--- src/rtl/irqc_pkg.sv ---
package irqc_pkg;
  localparam int unsigned WORD_W = 32;
  localparam int unsigned ADDR_W = 10;

  // group codes taken from address bits [9:4]
  localparam logic [5:0] GRP_SINGLE = 6'h00;
  localparam logic [5:0] GRP_IPEND  = 6'h01;
  localparam logic [5:0] GRP_FPEND  = 6'h02;
  localparam logic [5:0] GRP_ROUTE  = 6'h03;
  localparam logic [5:0] GRP_ENA    = 6'h04;
  localparam logic [5:0] GRP_MASK   = 6'h05;

  typedef enum logic [3:0] {
    RG_NONE, RG_VEC, RG_BASE, RG_PROT, RG_NMI,
    RG_IPEND, RG_FPEND, RG_ROUTE, RG_ENA, RG_MASK
  } region_e;

  typedef struct packed {
    region_e    region;
    logic [1:0] bank;
  } dec_t;

  function automatic dec_t decode_addr(input logic [ADDR_W-1:0] a,
                                       input int unsigned nbanks);
    dec_t d;
    d.region = RG_NONE;
    d.bank   = a[3:2];
    if (a[1:0] == 2'b00) begin
      if (a[9:4] == GRP_SINGLE) begin
        case (a[3:2])
          2'd0:    d.region = RG_VEC;
          2'd1:    d.region = RG_BASE;
          2'd2:    d.region = RG_PROT;
          default: d.region = RG_NMI;
        endcase
      end else if ({30'd0, a[3:2]} < nbanks) begin
        case (a[9:4])
          GRP_IPEND: d.region = RG_IPEND;
          GRP_FPEND: d.region = RG_FPEND;
          GRP_ROUTE: d.region = RG_ROUTE;
          GRP_ENA:   d.region = RG_ENA;
          GRP_MASK:  d.region = RG_MASK;
          default:   d.region = RG_NONE;
        endcase
      end
    end
    return d;
  endfunction
endpackage

--- src/rtl/irqc_sync.sv ---
module irqc_sync #(
  parameter int unsigned WIDTH = 96
) (
  input  logic             clk,
  input  logic             rst_n,
  input  logic [WIDTH-1:0] d_i,
  output logic [WIDTH-1:0] q_o
);
  logic [WIDTH-1:0] meta_q, meta_d;
  logic [WIDTH-1:0] lvl_q,  lvl_d;

  always_comb begin
    meta_d = d_i;
    lvl_d  = meta_q;
  end

  always_ff @(posedge clk or negedge rst_n) begin
    if (!rst_n) begin
      meta_q <= '0;
      lvl_q  <= '0;
    end else begin
      meta_q <= meta_d;
      lvl_q  <= lvl_d;
    end
  end

  assign q_o = lvl_q;
endmodule

--- src/rtl/irqc_prio.sv ---
module irqc_prio #(
  parameter int unsigned WIDTH = 96,
  localparam int unsigned IDX_W = $clog2(WIDTH)
) (
  input  logic [WIDTH-1:0] act_i,
  output logic [IDX_W-1:0] idx_o,
  output logic             any_o
);
  // scan downward so the lowest active index is the last assignment
  always_comb begin
    idx_o = '0;
    for (int i = WIDTH - 1; i >= 0; i--) begin
      if (act_i[i]) idx_o = IDX_W'(i);
    end
    any_o = |act_i;
  end
endmodule

--- src/rtl/irqc_regs.sv ---
module irqc_regs
  import irqc_pkg::*;
#(
  parameter int unsigned NUM_BANKS = 3,
  parameter int unsigned VEC_W     = 9,
  localparam int unsigned NUM_SRC  = NUM_BANKS * WORD_W
) (
  input  logic               clk,
  input  logic               rst_n,
  input  logic               bus_sel_i,
  input  logic               bus_wr_i,
  input  logic [ADDR_W-1:0]  bus_addr_i,
  input  logic [WORD_W-1:0]  bus_wdata_i,
  output logic [WORD_W-1:0]  bus_rdata_o,
  input  logic [NUM_SRC-1:0] pend_i,
  input  logic [VEC_W-1:0]   vec_i,
  output logic [NUM_SRC-1:0] mask_o,
  output logic [NUM_SRC-1:0] route_o,
  output logic [WORD_W-1:0]  base_o
);
  dec_t dec;
  logic wr_en;

  assign dec   = decode_addr(bus_addr_i, NUM_BANKS);
  assign wr_en = bus_sel_i & bus_wr_i;

  // single words
  logic [WORD_W-1:0] base_q, base_d, prot_q, prot_d, nmi_q, nmi_d;

  always_comb begin
    base_d = base_q;
    prot_d = prot_q;
    nmi_d  = nmi_q;
    if (wr_en) begin
      case (dec.region)
        RG_BASE: base_d = {bus_wdata_i[WORD_W-1:2], 2'b00};
        RG_PROT: prot_d = bus_wdata_i;
        RG_NMI:  nmi_d  = bus_wdata_i;
        default: ;
      endcase
    end
  end

  always_ff @(posedge clk or negedge rst_n) begin
    if (!rst_n) begin
      base_q <= '0;
      prot_q <= '0;
      nmi_q  <= '0;
    end else begin
      base_q <= base_d;
      prot_q <= prot_d;
      nmi_q  <= nmi_d;
    end
  end

  // banked words
  logic [WORD_W-1:0] fpend_q [NUM_BANKS];
  logic [WORD_W-1:0] route_q [NUM_BANKS];
  logic [WORD_W-1:0] ena_q   [NUM_BANKS];
  logic [WORD_W-1:0] mask_q  [NUM_BANKS];

  for (genvar b = 0; b < NUM_BANKS; b++) begin : g_bank
    logic              hit;
    logic [WORD_W-1:0] fpend_d, route_d, ena_d, mask_d;

    assign hit = wr_en && (dec.bank == 2'(b));

    always_comb begin
      fpend_d = fpend_q[b];
      route_d = route_q[b];
      ena_d   = ena_q[b];
      mask_d  = mask_q[b];
      if (hit) begin
        case (dec.region)
          RG_FPEND: fpend_d = fpend_q[b] & ~bus_wdata_i;
          RG_ROUTE: route_d = bus_wdata_i;
          RG_ENA:   ena_d   = bus_wdata_i;
          RG_MASK:  mask_d  = bus_wdata_i;
          default:  ;
        endcase
      end
    end

    always_ff @(posedge clk or negedge rst_n) begin
      if (!rst_n) begin
        fpend_q[b] <= '0;
        route_q[b] <= '0;
        ena_q[b]   <= '0;
        mask_q[b]  <= '0;
      end else begin
        fpend_q[b] <= fpend_d;
        route_q[b] <= route_d;
        ena_q[b]   <= ena_d;
        mask_q[b]  <= mask_d;
      end
    end

    assign mask_o[b*WORD_W +: WORD_W]  = mask_q[b];
    assign route_o[b*WORD_W +: WORD_W] = route_q[b];
  end

  // read mux
  always_comb begin
    bus_rdata_o = '0;
    if (bus_sel_i && !bus_wr_i) begin
      case (dec.region)
        RG_VEC:  bus_rdata_o = WORD_W'(vec_i);
        RG_BASE: bus_rdata_o = base_q;
        RG_PROT: bus_rdata_o = prot_q;
        RG_NMI:  bus_rdata_o = nmi_q;
        default: begin
          for (int b = 0; b < NUM_BANKS; b++) begin
            if (dec.bank == 2'(b)) begin
              case (dec.region)
                RG_IPEND: bus_rdata_o = pend_i[b*WORD_W +: WORD_W];
                RG_FPEND: bus_rdata_o = fpend_q[b];
                RG_ROUTE: bus_rdata_o = route_q[b];
                RG_ENA:   bus_rdata_o = ena_q[b];
                RG_MASK:  bus_rdata_o = mask_q[b];
                default:  ;
              endcase
            end
          end
        end
      endcase
    end
  end

  assign base_o = base_q;
endmodule

--- src/rtl/irq_fiq_ctrl.sv ---
module irq_fiq_ctrl
  import irqc_pkg::*;
#(
  parameter int unsigned NUM_BANKS = 3,
  localparam int unsigned NUM_SRC  = NUM_BANKS * WORD_W,
  localparam int unsigned IDX_W    = $clog2(NUM_SRC),
  localparam int unsigned VEC_W    = IDX_W + 2
) (
  input  logic               clk,
  input  logic               rst_n,
  input  logic [NUM_SRC-1:0] src_i,
  input  logic               bus_sel_i,
  input  logic               bus_wr_i,
  input  logic [ADDR_W-1:0]  bus_addr_i,
  input  logic [WORD_W-1:0]  bus_wdata_i,
  output logic [WORD_W-1:0]  bus_rdata_o,
  output logic               irq_o,
  output logic               fiq_o
);
  // reset: asserted asynchronously, released on a clock edge
  logic rst_meta_q, rst_sync_n;
  always_ff @(posedge clk or negedge rst_n) begin
    if (!rst_n) begin
      rst_meta_q <= 1'b0;
      rst_sync_n <= 1'b0;
    end else begin
      rst_meta_q <= 1'b1;
      rst_sync_n <= rst_meta_q;
    end
  end

  logic [NUM_SRC-1:0] pend_w, mask_w, route_w, live_w;
  logic [IDX_W-1:0]   idx_w;
  logic               any_w;
  logic [VEC_W-1:0]   vec_w;
  logic [WORD_W-1:0]  base_w;

  irqc_sync #(.WIDTH(NUM_SRC)) u_sync (
    .clk   (clk),
    .rst_n (rst_sync_n),
    .d_i   (src_i),
    .q_o   (pend_w)
  );

  assign live_w = pend_w & ~mask_w;

  irqc_prio #(.WIDTH(NUM_SRC)) u_prio (
    .act_i (live_w),
    .idx_o (idx_w),
    .any_o (any_w)
  );

  assign vec_w = {idx_w, 2'b00};

  irqc_regs #(.NUM_BANKS(NUM_BANKS), .VEC_W(VEC_W)) u_regs (
    .clk         (clk),
    .rst_n       (rst_sync_n),
    .bus_sel_i   (bus_sel_i),
    .bus_wr_i    (bus_wr_i),
    .bus_addr_i  (bus_addr_i),
    .bus_wdata_i (bus_wdata_i),
    .bus_rdata_o (bus_rdata_o),
    .pend_i      (pend_w),
    .vec_i       (vec_w),
    .mask_o      (mask_w),
    .route_o     (route_w),
    .base_o      (base_w)
  );

  assign irq_o = any_w;
  assign fiq_o = |(live_w & route_w);
endmodule

--- config.mk ---
export PLATFORM = sky130hd
export DESIGN_NAME = irq_fiq_ctrl
export DESIGN_NICKNAME = d
export VERILOG_FILES = /design/src/rtl/irqc_pkg.sv /design/src/rtl/irqc_sync.sv /design/src/rtl/irqc_prio.sv /design/src/rtl/irqc_regs.sv /design/src/rtl/irq_fiq_ctrl.sv
export SDC_FILE = /design/constraint.sdc
export NUM_CORES = 1
export LEC_CHECK = 0
export BUFFER_PORTS_ARGS = -buffer_cell sky130_fd_sc_hd__clkbuf_2
export CAP_MARGIN = 30
export CORE_MARGIN = 3
export CORE_UTILIZATION = 40
export DETAILED_ROUTE_END_ITERATION = 8
export PLACE_DENSITY_LB_ADDON = 0.2
export SYNTH_ARGS = -nofsm -noshare
export SYNTH_HDL_FRONTEND = slang
export SYNTH_SLANG_ARGS = --single-unit
--- constraint.sdc ---
create_clock -name clk -period 30.3 [get_ports clk]
set_clock_uncertainty 0.1 [all_clocks]
set_input_delay 4.545 -clock clk [delete_from_list [all_inputs] [get_ports clk]]
set_output_delay 4.545 -clock clk [all_outputs]
set_load 0.02 [all_outputs]
==> flow_summary.toml, run 1 <==
[outcome]
status = "finished, final reports clean"

[floorplan]
floorplan.initialDensity = 0.405
io_pins = 176
die_h_um = 278
dieArea_um2 = 77400
die_w_um = 278
core.rowCount = 99
coreArea_um2 = 73200

[placed_design]
placed_area_um2 = 31600
portBuffers = 175
gp_congestion = 1.03
dpl.hpwl_um = 77900

[synth]
synth_enable_flop_cells = 0
syn_inst = 2458
synth_top_area_frac = 0.568
synth_adder_area_share = 0.00211
yosys-top-cells-area = "dfrtp_1 57%, mux2_2 14%, a21boi_0 2.5%"
synthArstFlopShare = 1.00
synth_area_um2 = 29600
synth_compound_area_frac = 0.146
synthDistinctLibCells = 70
syn_nets = 2605
synth_top_area_cell = "dfrtp_1"
synth-seq-cells = 672
synth_top_family_by_area = "multiplexers"
ys.flop_type = "dfrtp_1"
avgSynthCellArea_um2 = 12.1
yosysWarnings = 0
ys_seq_area_frac = 0.568
yosys.area_share.simple = 0.0855
synth_xor_area_frac = 0
synthMuxAreaShare = 0.171

[detailed_routing]
highest_layer = "met5"
wirelength_um = 114000
via_count = 22300
drtAntennaViolNets = 0
met3_length_um = 8960
via_per_inst = 6.14
dr.pass1.iters = 7
drt-met1-wl_um = 48300
wl_per_cell_um = 31.4
remaining_drc_errors = 0
drt-initial-drc-count = 2247
met2_length_um = 52200

[final_layout]
num_antenna_cells = 0
final_common_cell = "dfrtp_1"
drive_gt1_frac = 0.297
final_area_um2 = 34300
fin_nets = 2760
area_delta_synth_final_pct = 15.9
most-common-layout-cells = "671 x dfrtp_1, 380 x mux2_2, 180 x nand2_1"

[critical_path]
critPathCaptureType = "primary output"
cp.required_ns = 25.66
cp_max_fo = 54
crit_arrival_ns = 9.05
critical_path_class = "in -> out"
start_kind = "input port"

[timing]
rsz0062_at_grt = "false"
hold_violations = 0
max_slew.worst_pin.slew_ns = 1.01
post-route-min-period_ns = 13.69
post-route-period-util = 0.452
setup_viol = 0
relSlewSlack = 0.323
slew_viol_final = 0
max_freq_mhz = 73.0
tns_ns = 0

[grt]
grt_pass1_vias = 22700
globalRouteOverflowTotal = 0
grt_pass1_wl_um = 165000
antenna_found_initial = 1
grt_max_degree = 80
grt_util_all_layers = 0.294

[pwr]
p_leak_uw = 0.0159
vdd_drop_max_mv = 0.0473
power_density_nw_per_um2 = 57.8

[job]
max-cap-violations = 0

[clock_tree]
numCtsBuffers = 74
cts_tree = "yes"
cts_max_level = 3
cts-root-buf = "clkbuf_16"
ctsHoldBuffers = 0
clkTransAtPathRegs_ns = 0.06
clockBufferDepth = 3
cts_sinks = 672
cts_setup_buffers = 0
insertion_delay_ns = 0.63
cts-resized-gates = 0

[min_path]
worstHoldPathType = "reg -> reg"
==> cells by family after synthesis <==
kind of cell | count (synthesis)
simple gates | 510
buf+inv | 188
fa+ha+maj | 5
other cells | 1
mux | 459
flops | 672
compound gates | 623
==> cell usage after synthesis (19+ instances only) <==
cell and instances:
dfrtp_1 672, nor2b_1 100, nand3_1 19, nor2_1 74, mux2i_1 71, a21boi_0 100, o221ai_1 22, clkbuf_1 102
a221oi_1 59, nor3_1 25, a21oi_1 136, mux2_2 380, nand2b_1 30, buf_2 55, a22oi_1 87, nor4_1 30
o21ai_0 84, a211oi_1 24, nand2_1 181
==> metrics by stage <==
stage                     total power (uW)  setup WS [ns]  hold WS [ns]  utilization  cells
after global routing                  2050          16.43         0.238        0.469   3632
after detailed placement              1050          16.64         0.235        0.432   3490
after global placement                1050          16.72         0.233        0.431   3487
after CTS                             2000          16.65         0.242        0.467   3626
final                                 1990          16.61         0.233        0.469   3632
after floorplan                        997          10.08         0.231            -   2458
==> flip-flops by register name, indices dropped and copies added, names as in the netlist <==
| register | cells |
|---|---|
| u_regs.base_o | 30 |
| u_regs.ena_q | 96 |
| u_regs.mask_o | 96 |
| rst_sync_n | 1 |
| u_regs.prot_q | 32 |
| u_regs.route_o | 96 |
| u_sync.q_o | 96 |
| u_regs.nmi_q | 32 |
| rst_meta_q | 1 |
| u_regs.fpend_q | 96 |
| u_sync.lvl_d | 96 |
==> final timing paths <==
check / startpoint / end / slack [ns] / cells after the start
setup / recovery: bus_addr_i[2] / bus_rdata_o[18] / 16.61 / 15
max in group asynchronous: rst_n / rst_sync_n / 26.40 / 1
setup reg to reg: rst_sync_n / u_sync.q_o[0] / 27.27 / 4
min in group asynchronous: rst_sync_n / u_sync.lvl_d[83] / 0.26 / 0
hold reg to reg: u_sync.lvl_d[3] / u_sync.q_o[3] / 0.23 / 0
hold / removal: u_sync.lvl_d[3] / u_sync.q_o[3] / 0.23 / 0
==> critical path, cell delays in order <==
cell and delay, ns:
clkbuf_2 0.12, inv_1 0.07, ha_2 0.18, buf_4 0.25
nor2_1 0.29, o2bb2ai_4 0.29, nand2_8 0.38, buf_4 0.72
buf_4 0.66, mux2_2 0.41, a22oi_1 0.12, o21ai_0 0.11
a221oi_1 0.30, o32ai_1 0.16, clkbuf_2 0.21
==> power breakdown <==
part	leakage (uW)	switching [uW]	total, uW	internal, uW
clock network	0.00127	379	946	568
logic	0.00574	75.0	105	30.1
registers	0.00890	15.9	934	918
==> routing by layer <==
metal / vias to the layer above / GRT usage
met3: 231 / 0.0637
li1: 9325 / -
met1: 11700 / 0.402
met4: 2 / 0.111
met2: 1099 / 0.461
met5: - / 0
==> final cells by class <==
type / instances / area, um2
inverter: 19 / 71.3
fill: 6572 / 38900
clock buffer: 102 / 2150
sequential: 672 / 16800
clock inverter: 34 / 435
tap: 959 / 1200
multi-input combinational: 1598 / 12100
timing repair buffer: 248 / 1560
No activity file was read; power rests on OpenSTA's default activity.
==> run 2, diff against run 1 <==
==> constraint.sdc (replaced) <==
create_clock -name clk -period 13.8 [get_ports clk]
set_clock_uncertainty 0.1 [all_clocks]
set_input_delay 2.07 -clock clk [delete_from_list [all_inputs] [get_ports clk]]
set_output_delay 2.07 -clock clk [all_outputs]
set_load 0.02 [all_outputs]
==> run 2 against run 1 <==
Compared with the run above: cell area about the same; highest routed layer unchanged; combinational power grew 120%; largest cell class unchanged; critical path depth fell by 3.
==> flow_summary.toml, run 2 (same netlist as run 1, synthesis figures left out) <==
[floorplan]
io_pins = 176
dieArea_um2 = 77400
coreArea_um2 = 73200
die_h_um = 278
die_w_um = 278
core.rowCount = 99
floorplan.initialDensity = 0.405

[timing]
max_slew.worst_pin.slew_ns = 1.05
post-route-period-util = 0.607
setup_slack_ns = 5.42
max_freq_mhz = 119
rsz0062_at_grt = "false"
setup_viol = 0
slew_viol_final = 0
tns_ns = 0
hold_violations = 0
relSlewSlack = 0.299
post-route-min-period_ns = 8.38

[pwr]
pwr-share-clk = 0.478
vdd_drop_max_mv = 0.0832
p_int_uw = 3340
p_total_uw = 4370
p_comb_frac = 0.054
p_leak_uw = 0.0159
switching_share = 0.235
p_seq_frac = 0.468
p_sw_uw = 1030
power_density_nw_per_um2 = 127

[clock_tree]
cts_max_level = 3
cts_tree = "yes"
cts_sinks = 672
cts-root-buf = "clkbuf_16"
clockBufferDepth = 3
ctsHoldBuffers = 0
clkTransAtPathRegs_ns = 0.06
cts-resized-gates = 0
numCtsBuffers = 76
cts_setup_buffers = 0
insertion_delay_ns = 0.63

[detailed_routing]
drtAntennaViolNets = 0
wl_per_cell_um = 31.3
via_count = 22400
dr.pass1.iters = 6
remaining_drc_errors = 0
wirelength_um = 113000
drt-initial-drc-count = 2390
via_per_inst = 6.18

[grt]
grt_pass1_wl_um = 163000
use_met3 = 0.0470
grt_pass1_vias = 22600
globalRouteOverflowTotal = 0
gr-usage-met2 = 0.453
use_met1 = 0.406
antenna_found_initial = 5
grt_max_degree = 81
grt.busiest_layer = "met2"
grt_util_all_layers = 0.290

[final_layout]
final_cell_count_no_fill = 3627
final_area_um2 = 34300
most-common-layout-cells = "671 x dfrtp_1, 380 x mux2_2, 180 x nand2_1"
nFillCells = 6614
area_delta_synth_final_pct = 15.9
drive_gt1_frac = 0.294
fin_nets = 2758
final_common_cell = "dfrtp_1"

[critical_path]
start_kind = "input port"
cp_num_buf_inv = 3
critPathCaptureType = "primary output"
crit_arrival_ns = 6.21
cp.required_ns = 11.63
slowest_stage = "nor3_1"
cp_slowest_stage_delay_ns = 0.68
path_delay_family = "simple AND/OR/NAND/NOR gates"
cp_max_fo = 80
cp_cell_sequence = "clkbuf_2 > inv_1 > ha_1 > nor2_1 > o2bb2ai_4 > nand2_8 > nor2_1 > nand3_1 > nor3_1 > a31oi_1 > o32ai_1 > clkbuf_2"
critical_path_class = "in -> out"

[outcome]
status = "finished, final reports clean"

[placed_design]
gp_congestion = 1.04
dpl.hpwl_um = 78200
portBuffers = 175
placed_area_um2 = 31600
dp_cells = 3486
dp_slack_ns = 5.52

[job]
max-cap-violations = 0

[min_path]
worstHoldPathType = "reg -> async"
## run 2: layout make-up
cell class | count | area, um2 | share of cell area
Antenna cell | 2 | 5.00 | 0.000146
Inverter | 19 | 71.3 | 0.00208
Clock buffer | 105 | 2190 | 0.0639
Timing Repair Buffer | 244 | 1530 | 0.0447
Clock inverter | 28 | 389 | 0.0113
Sequential cell | 672 | 16800 | 0.490
Tap cell | 959 | 1200 | 0.0349
Multi-Input combinational cell | 1598 | 12100 | 0.353
## run 2: worst paths after layout
path | start | end | slack [ns] | depth (start not counted)
min in group clk | u_sync.lvl_d[51] | u_sync.q_o[51] | 0.24 | 0
min | rst_sync_n | u_sync.lvl_d[44] | 0.05 | 0
min reg2reg | rst_sync_n | u_sync.lvl_d[44] | 0.05 | 0
max reg2reg | rst_sync_n | u_regs.route_o[2] | 10.91 | 5
max | bus_addr_i[2] | bus_rdata_o[8] | 5.42 | 12
max in group asynchronous | rst_sync_n | u_regs.route_o[2] | 10.91 | 5
## run 2: power groups by stage
stage                     registers, uW  logic, uW  clock network [uW]
final                              2050        234                2090
after global routing               2050        251                2210
after CTS                          2050        227                2130
after detailed placement           2080        226                   0
after global placement             2080        223                   0
after floorplan                    2090       92.6                   0
## run 2: routing by layer
layer  share of wire  up-vias
met5         0.00011        -
met3           0.076      216
li1                -     9336
met2            0.46     1099
met4           0.042        2
met1            0.42    11800
## run 2: stage by stage
step           hold slack (ns)  utilization
2_1_floorplan            0.231            -
3_3_place_gp            0.0579        0.431
3_5_place_dp            0.0683        0.432
4_1_cts                 0.0693        0.467
5_1_grt                 0.0809        0.469
6_report                0.0544        0.469
==> run 3, diff against run 2 <==
==> constraint.sdc (replaced) <==
create_clock -name clk -period 6.95 [get_ports clk]
set_clock_uncertainty 0.1 [all_clocks]
set_input_delay 1.0425 -clock clk [delete_from_list [all_inputs] [get_ports clk]]
set_output_delay 1.0425 -clock clk [all_outputs]
set_load 0.02 [all_outputs]
==> run 3 against run 2 <==
Compared with the run above: clock power grew 97%; cell area about the same; cell count unchanged; register-to-register slack worse by 6.3 ns; largest power group unchanged.
==> flow_summary.toml, run 3 (same netlist as run 1, synthesis figures left out) <==
[clock_tree]
ctsHoldBuffers = 0
cts_sinks = 672
insertion_delay_ns = 0.64
cts_setup_buffers = 0
cts_tree = "yes"
cts_max_level = 3
clkTransAtPathRegs_ns = 0.05
cts-root-buf = "clkbuf_16"
cts-resized-gates = 0
numCtsBuffers = 75
clockBufferDepth = 3

[detailed_routing]
remaining_drc_errors = 0
wl_per_cell_um = 31.2
met2_length_um = 51100
wirelength_um = 113000
highest_layer = "met4"
met3_length_um = 8750
dr.pass1.iters = 5
drt-met1-wl_um = 48400
via_per_inst = 6.21
drt-initial-drc-count = 2334
drtAntennaViolNets = 0
via_count = 22500

[final_layout]
final_cell_count_no_fill = 3627
area_delta_synth_final_pct = 15.9
final_common_cell = "dfrtp_1"
drive_gt1_frac = 0.293
fin_nets = 2761
most-common-layout-cells = "671 x dfrtp_1, 380 x mux2_2, 180 x nand2_1"
fin_util = 0.469
num_antenna_cells = 0

[floorplan]
coreArea_um2 = 73200
floorplan.initialDensity = 0.405
die_w_um = 278
io_pins = 176
die_h_um = 278
dieArea_um2 = 77400
core.rowCount = 99

[min_path]
worstHoldPathType = "in -> async"

[timing]
max_slew.worst_pin.slew_ns = 1.05
rsz0062_at_grt = "false"
max_freq_mhz = 169
setup_slack_ns = 1.02
setup_viol = 0
hold_violations = 0
tns_ns = 0
slew_viol_final = 0
relSlewSlack = 0.295
post-route-min-period_ns = 5.93
post-route-period-util = 0.854

[outcome]
status = "finished, final reports clean"

[critical_path]
crit_arrival_ns = 4.79
cp_slowest_stage_delay_ns = 0.55
cp.required_ns = 5.81
critPathCaptureType = "primary output"
slowest_stage = "o2bb2ai_4"
critical_path.most_common_cell = "clkbuf_2"
cp_max_fo = 54
start_kind = "input port"
critical_path_class = "in -> out"
cp_cell_sequence = "clkbuf_2 > inv_1 > ha_1 > nor2_1 > o2bb2ai_4 > nand2_8 > buf_12 > nor3_1 > buf_4 > a21o_1 > a221oi_1 > o32ai_1 > clkbuf_2"

[placed_design]
gp_congestion = 0.968
dp_slack_ns = 1.07
dp_cells = 3495
portBuffers = 175
dpl.hpwl_um = 78200

[grt]
grt_pass1_vias = 22800
grt_pass1_wl_um = 164000
antenna_found_initial = 1
globalRouteOverflowTotal = 0
grt_max_degree = 140
grt_util_all_layers = 0.291

[job]
max-cap-violations = 0

[pwr]
p_total_uw = 8630
p_leak_uw = 0.0159
power_density_nw_per_um2 = 252
vdd_drop_max_mv = 0.197
[run 3: cell count changes in the layout (fill, tap and decap cells not counted), sizes merged]
cell | before | now
inv | 19 | 21
diode | 2 | 0
buf | 69 | 73
clkinvlp | 6 | 2
clkinv | 14 | 17
clkbuf | 280 | 277
[run 3: metrics by stage]
step / hold slack, ns / area, um2
final: 0.0763 / 34300
after global routing: 0.0667 / 34300
after floorplan: 0.231 / 29600
after CTS: 0.0437 / 34300
after global placement: 0.200 / 31600
after detailed placement: 0.204 / 31800
[run 3: path summary, 6_finish.rpt]
kind	start	to	slack, ns	cells after the start
max in group asynchronous	rst_sync_n	u_sync.q_o[6]	4.65	2
min in group clk	u_sync.lvl_d[3]	u_sync.q_o[3]	0.24	0
max	bus_addr_i[2]	bus_rdata_o[7]	1.02	13
min reg2reg	rst_sync_n	u_regs.prot_q[18]	0.19	0
min	rst_n	rst_sync_n	0.08	1
max reg2reg	rst_sync_n	u_sync.q_o[6]	4.65	2
[run 3: area by class of cell]
cell class | instances | area (um2)
Timing Repair Buffer | 248 | 1600
Clock inverter | 29 | 450
Multi-Input combinational cell | 1598 | 12100
Inverter | 19 | 71.3
Clock buffer | 102 | 2090
Tap cell | 959 | 1200
Sequential cell | 672 | 16800
Fill cell | 6595 | 38900
[run 3: worst max-delay path: cells and delay by family]
kind | cells | cell delay (ns)
buf+inv | 5 | 1.17
compound gates | 4 | 1.29
fa+ha+maj | 1 | 0.43
simple gates | 3 | 0.83
[run 3: layer usage]
| metal | vias up | track usage |
|---|---|---|
| li1 | 9345 | - |
| met1 | 11800 | 0.404 |
| met2 | 1133 | 0.449 |
| met3 | 236 | 0.0529 |
| met4 | 0 | 0.124 |
| met5 | - | 0 |
[run 3: power by group]
group	total [uW]	switching, uW	internal (uW)
clock	4110	1680	2430
combinational	454	328	126
sequential	4070	67.6	4000
total	8630	2080	6560
